$ cat src/rtl/irq_pend_pkg.sv
package irq_pend_pkg;
  typedef enum logic {
    OP_POST  = 1'b0,
    OP_CLEAR = 1'b1
  } req_op_e;
endpackage

$ cat src/rtl/irq_req_decode.sv
module irq_req_decode
  import irq_pend_pkg::*;
#(
  parameter int NUM_LINES = 8,
  parameter int IDX_W     = 4
) (
  input  logic                 valid_i,
  input  logic                 op_i,
  input  logic [IDX_W-1:0]     idx_i,
  output logic [NUM_LINES-1:0] set_o,
  output logic [NUM_LINES-1:0] clr_o,
  output logic                 err_o
);
  localparam logic [IDX_W:0] LIMIT = (IDX_W+1)'(NUM_LINES);

  req_op_e op;
  logic    legal;

  assign op    = req_op_e'(op_i);
  assign legal = ({1'b0, idx_i} < LIMIT);
  assign err_o = valid_i && !legal;

  for (genvar g = 0; g < NUM_LINES; g++) begin : g_line
    logic hit;
    assign hit      = valid_i && (idx_i == IDX_W'(g));
    assign set_o[g] = hit && (op == OP_POST);
    assign clr_o[g] = hit && (op == OP_CLEAR);
  end
endmodule

$ cat src/rtl/irq_timer_match.sv
module irq_timer_match #(
  parameter int NUM_LINES = 8,
  parameter int SEL_W     = 3,
  parameter int CNT_W     = 32
) (
  input  logic [CNT_W-1:0]     count_i,
  input  logic [CNT_W-1:0]     compare_i,
  input  logic [SEL_W-1:0]     sel_i,
  output logic                 match_o,
  output logic [NUM_LINES-1:0] set_o
);
  assign match_o = (count_i == compare_i) && (count_i != '0);

  for (genvar g = 0; g < NUM_LINES; g++) begin : g_sel
    assign set_o[g] = match_o && (sel_i == SEL_W'(g));
  end
endmodule

$ cat src/rtl/irq_pend_reg.sv
module irq_pend_reg #(
  parameter int NUM_LINES = 8
) (
  input  logic                 clk_i,
  input  logic                 rst_ni,
  input  logic [NUM_LINES-1:0] set_i,
  input  logic [NUM_LINES-1:0] clr_i,
  input  logic                 clr_all_i,
  output logic [NUM_LINES-1:0] pend_o
);
  logic [NUM_LINES-1:0] pend_q, pend_d;

  // priority: clear-all > per-line clear > any set source
  always_comb begin
    if (clr_all_i) pend_d = '0;
    else           pend_d = (pend_q | set_i) & ~clr_i;
  end

  always_ff @(posedge clk_i or negedge rst_ni) begin
    if (!rst_ni) pend_q <= '0;
    else         pend_q <= pend_d;
  end

  assign pend_o = pend_q;
endmodule

$ cat src/rtl/irq_take_logic.sv
module irq_take_logic #(
  parameter int NUM_LINES = 8
) (
  input  logic                 ie_i,
  input  logic                 erl_i,
  input  logic                 exl_i,
  input  logic [NUM_LINES-1:0] mask_i,
  input  logic [NUM_LINES-1:0] pend_i,
  output logic                 any_o,
  output logic                 take_o
);
  logic armed;

  assign any_o  = |pend_i;
  assign armed  = ie_i && !erl_i && !exl_i;
  // mask and pending are tested as whole fields, not bit by bit
  assign take_o = armed && (|mask_i) && any_o;
endmodule

$ cat src/rtl/irq_pend_ctrl.sv
module irq_pend_ctrl #(
  parameter int NUM_LINES = 8,
  parameter int IDX_W     = 4,
  parameter int SEL_W     = 3,
  parameter int CNT_W     = 32
) (
  input  logic                 clk_i,
  input  logic                 rst_ni,
  input  logic                 req_valid_i,
  input  logic                 req_op_i,
  input  logic [IDX_W-1:0]     req_idx_i,
  input  logic                 clr_all_i,
  input  logic                 ie_i,
  input  logic                 erl_i,
  input  logic                 exl_i,
  input  logic [NUM_LINES-1:0] mask_i,
  input  logic [CNT_W-1:0]     count_i,
  input  logic [CNT_W-1:0]     compare_i,
  input  logic [SEL_W-1:0]     tmr_sel_i,
  output logic [NUM_LINES-1:0] pending_o,
  output logic                 any_pend_o,
  output logic                 take_irq_o,
  output logic                 idx_err_o
);
  logic [NUM_LINES-1:0] req_set, req_clr, tmr_set;
  logic                 tmr_match;

  irq_req_decode #(.NUM_LINES(NUM_LINES), .IDX_W(IDX_W)) u_dec (
    .valid_i (req_valid_i),
    .op_i    (req_op_i),
    .idx_i   (req_idx_i),
    .set_o   (req_set),
    .clr_o   (req_clr),
    .err_o   (idx_err_o)
  );

  irq_timer_match #(.NUM_LINES(NUM_LINES), .SEL_W(SEL_W), .CNT_W(CNT_W)) u_tmr (
    .count_i   (count_i),
    .compare_i (compare_i),
    .sel_i     (tmr_sel_i),
    .match_o   (tmr_match),
    .set_o     (tmr_set)
  );

  irq_pend_reg #(.NUM_LINES(NUM_LINES)) u_reg (
    .clk_i     (clk_i),
    .rst_ni    (rst_ni),
    .set_i     (req_set | tmr_set),
    .clr_i     (req_clr),
    .clr_all_i (clr_all_i),
    .pend_o    (pending_o)
  );

  irq_take_logic #(.NUM_LINES(NUM_LINES)) u_take (
    .ie_i   (ie_i),
    .erl_i  (erl_i),
    .exl_i  (exl_i),
    .mask_i (mask_i),
    .pend_i (pending_o),
    .any_o  (any_pend_o),
    .take_o (take_irq_o)
  );

  logic unused_match;
  assign unused_match = tmr_match;
endmodule

$ cat config.mk
export PLATFORM = sky130hd
export DESIGN_NAME = irq_pend_ctrl
export DESIGN_NICKNAME = d
export VERILOG_FILES = /design/src/rtl/irq_pend_pkg.sv /design/src/rtl/irq_req_decode.sv /design/src/rtl/irq_timer_match.sv /design/src/rtl/irq_pend_reg.sv /design/src/rtl/irq_take_logic.sv /design/src/rtl/irq_pend_ctrl.sv
export SDC_FILE = /design/constraint.sdc
export NUM_CORES = 1
export LEC_CHECK = 0
export ABC_CLOCK_PERIOD_IN_PS = 900
export BUFFER_PORTS_ARGS = -buffer_cell sky130_fd_sc_hd__buf_2
export CORE_MARGIN = 2
export CORE_UTILIZATION = 36
export CTS_CLUSTER_SIZE = 40
export DETAILED_ROUTE_END_ITERATION = 16
export PLACE_DENSITY = 0.8
export SYNTH_ARGS = -nofsm -noshare
export SYNTH_HDL_FRONTEND = slang
export SYNTH_SLANG_ARGS = --single-unit
export TNS_END_PERCENT = 1
$ cat constraint.sdc
create_clock -name clk_i -period 0.9 [get_ports clk_i]
set_clock_uncertainty 0.05 [all_clocks]
set_input_delay 0.045 -clock clk_i [delete_from_list [all_inputs] [get_ports clk_i]]
set_output_delay 0.045 -clock clk_i [all_outputs]
set_load 0.1 [all_outputs]
==> flow_summary.toml <==
[outcome]
status = "finished with violations"
violations_in_the_final_reports = "setup timing"

[cts]
cts.reportedPaths.clkPinSlew_ps = 50
tritoncts = "done"
numClockSinks = 8
root_buffer = "sky130_fd_sc_hd__clkbuf_4"
clock_insertion_delay_worst_skew_ps = 250
cts-htree-levels = 1
cts_made_buffers = 3
cts.path.max_buffers = 2

[flow_run]
drv.max_cap_violation_count = 0

[routing]
met3_length_um = 432
met2WireLength_um = 1960
drt-vias-per-instance = 5.42
drtAntennaViolNets = 0
overall_routed_net_length_um = 3930
routed-via-count = 1458
drt_pass1_iterations = 4
detail_route.drc_violations = 0
dr.max_layer_used = "met4"
routed_wire_length_per_instance_um = 14.6
dr.first_iter.drc_count = 42
drt-met1-wl_um = 1390

[timing]
setup-violations-final = 18
setup_ws_ps = -660
slew-limit-headroom_pct = 80.1
post-route-period-util_pct = 173
post_layout_minimum_cycle_time_ps = 1560
fmaxAchievable_mhz = 641
timing_max_transition_violations_final = 0
timing_worst_slew_pin_value_ps = 295
grt_setup_unrepaired = "true"
hold_viol_final = 0

[power]
finalPower_mw = 1.47
pwr_density_cell_nw_per_um2 = 725
power.share.combinational_pct = 55.3
vdd.ir_drop.worst_mv = 0.519
sw_frac_of_total_pct = 38.0
power.sequential.fraction_pct = 26.0
netSwitchingPower_mw = 0.557
total_leakage_power_nw = 0.901
intPower_mw = 0.910
power.share.clock_pct = 18.7

[synth]
synth_common_cells = "32 x sky130_fd_sc_hd__xnor2_1, 13 x sky130_fd_sc_hd__nand4_1, 13 x sky130_fd_sc_hd__nor4_1"
post-synth-top-area-fraction_pct = 28.2
synth-async-reset-ratio_pct = 100
synth_edf_count = 0
synth.area.top_cells = "sky130_fd_sc_hd__xnor2_1 28%, sky130_fd_sc_hd__dfrtp_1 20%, sky130_fd_sc_hd__nand4_1 8.2%, sky130_fd_sc_hd__nor4_1 8.2%, sky130_fd_sc_hd__o21ai_1 4.5%"
synth_sequential_area_ratio_pct = 20.1
post_synth.cell_area_avg_um2 = 8.09
yosys_register_bits = 8
postSynth.topFlopCell = "sky130_fd_sc_hd__dfrtp_1"
yosys.cell_count.top_type = "sky130_fd_sc_hd__xnor2_1"
syn-instance-count = 123
net_count_after_synthesis = 210
synth_area_leader_cell = "sky130_fd_sc_hd__xnor2_1"
synth.lib_cells_used.distinct = 22
synthesis.area_um2 = 995
yosysWarningCount = 0

[floorplan]
core_area_um2 = 2690
die-width_um = 56.6
placementRows = 19
floorplan.io_pins = 98
initial_core_util_pct = 37.0
dieArea_um2 = 3200
die_span_in_y_um = 56.6

[placed_design]
place.port_buffers = 97
place_hpwl_um = 3310
dpl-instance-area_um2 = 1860
finalWeightedCongestion = 0.926

[worst_setup_path]
critical_path_end_type = "output port"
worstPathRequired_ps = 810
startpoint_type = "flop"
timing.setup.critical_path_class = "reg -> out"
reg2reg_to = "u_reg.pend_o[6]$_DFF_PN0_"
crit_path_start = "u_reg.pend_o[6]$_DFF_PN0_"
ff2ff_setup_slack_ps = -280
critical_path.endpoint = "take_irq_o"
worst-path-max-fanout = 2
rr_worst_depth = 5
worst-endpoint-arrival_ps = 1470
worst_r2r_startpoint = "u_reg.pend_o[6]$_DFF_PN0_"

[final_layout]
fin_nets = 327
antenna_cells_inserted = 0
largest_reg_flops = 8
final_layout_fill_cell_count = 190
area_growth_syn_to_layout_pct = 103
design_area_um2 = 2020
post_route_cells_drive_above_1_share_pct = 59.7

[hold_path]
timing.hold.worst.class = "in -> reg"

[grt]
grt_antenna_before_repair = 0
grt_pass1_vias = 1422
global_route_wire_length_before_repair_um = 5860
grt.total_usage_pct = 23.9
grt_start_max_net_pins = 12
grt-ovfl-total = 0
[stage by stage]
step	utilization, %	std cells	hold WS, ps	worst slack [ps]	TNS [ps]
4_1_cts	73.9	268	30.7	-682	-4290
6_report	75.3	269	43.7	-660	-4530
5_1_grt	75.3	269	51.7	-712	-5190
3_3_place_gp	69.2	264	-161	-552	-5180
2_1_floorplan	-	123	-301	-1390	-3530
3_5_place_dp	69.2	264	-152	-575	-5260
[kinds of logic after synthesis]
group           after synthesis  share of synthesized area (%)
xor+xnor                     32                           28.2
buf+inv                       2                          0.754
flops                         8                           20.1
simple gates                 56                           36.9
compound gates               25                           14.1
[cell type report]
type                            instances  area (um^2)  share of cell area (%)
Clock buffer                            3         22.5                    1.11
Multi-Input combinational cell        113          933                    46.1
Tap cell                               31         38.8                    1.92
Sequential cell                         8          230                    11.4
Timing Repair Buffer                  114          798                    39.5
[per-layer routing]
layer | vias up | track usage (%)
met2 | 103 | 45.2
met3 | 13 | 5.76
met5 | - | 0
met4 | 0 | 16.3
li1 | 704 | -
met1 | 638 | 22.0
[how the worst min path moves through the flow]
stage,from,end,slack (ps),cells after the start
CTS,tmr_sel_i[2],u_reg.pend_o[5]$_DFF_PN0_,30,3
detailed placement,rst_ni,u_reg.pend_o[5]$_DFF_PN0_,-150,1
finish,tmr_sel_i[2],u_reg.pend_o[6]$_DFF_PN0_,40,3
global route,tmr_sel_i[2],u_reg.pend_o[6]$_DFF_PN0_,50,3
global placement,rst_ni,u_reg.pend_o[4]$_DFF_PN0_,-160,1
floorplan,rst_ni,u_reg.pend_o[0]$_DFF_PN0_,-300,0
[critical path: stages (launching register included)]
cell                      delay [ps]
sky130_fd_sc_hd__dfrtp_4         480
sky130_fd_sc_hd__nor4_4          360
sky130_fd_sc_hd__nand2_4          90
sky130_fd_sc_hd__nand2_4          70
sky130_fd_sc_hd__nor4b_4          50
sky130_fd_sc_hd__buf_12          160
[power by group through the flow]
stage | registers, mW | logic [mW] | clock network [mW]
floorplan | 0.444 | 0.315 | 0
global placement | 0.387 | 0.743 | 0
detailed placement | 0.388 | 0.753 | 0
CTS | 0.381 | 0.792 | 0.284
global route | 0.382 | 0.857 | 0.292
finish | 0.381 | 0.811 | 0.275
[layout by cell type, fill, tap and decap left out, types with 4 or more instances in the layout]
cell                       n
sky130_fd_sc_hd__a21o_1    4
sky130_fd_sc_hd__nand2_1   6
sky130_fd_sc_hd__nor2b_1   7
sky130_fd_sc_hd__nor4_1    6
sky130_fd_sc_hd__xnor2_1  29
sky130_fd_sc_hd__buf_4     9
sky130_fd_sc_hd__nor4_4    5
sky130_fd_sc_hd__nand4_1  13
sky130_fd_sc_hd__buf_2    86
sky130_fd_sc_hd__buf_6     8
sky130_fd_sc_hd__a31oi_1   4
sky130_fd_sc_hd__a21oi_1   4
sky130_fd_sc_hd__buf_12   10
sky130_fd_sc_hd__dfrtp_4   8
sky130_fd_sc_hd__o21ai_1  11
[what timing repair did]
action                                  in CTS  in global routing
endpoints found under the setup margin      18                 18
gates cloned                                 0                  0
pin swaps                                    5                  4
gates resized for setup                     22                  5
hold buffers                                 1                  0
hold endpoints to repair                     8                  0
setup buffers                                0                  1
Power figures use the tool's default switching activity.
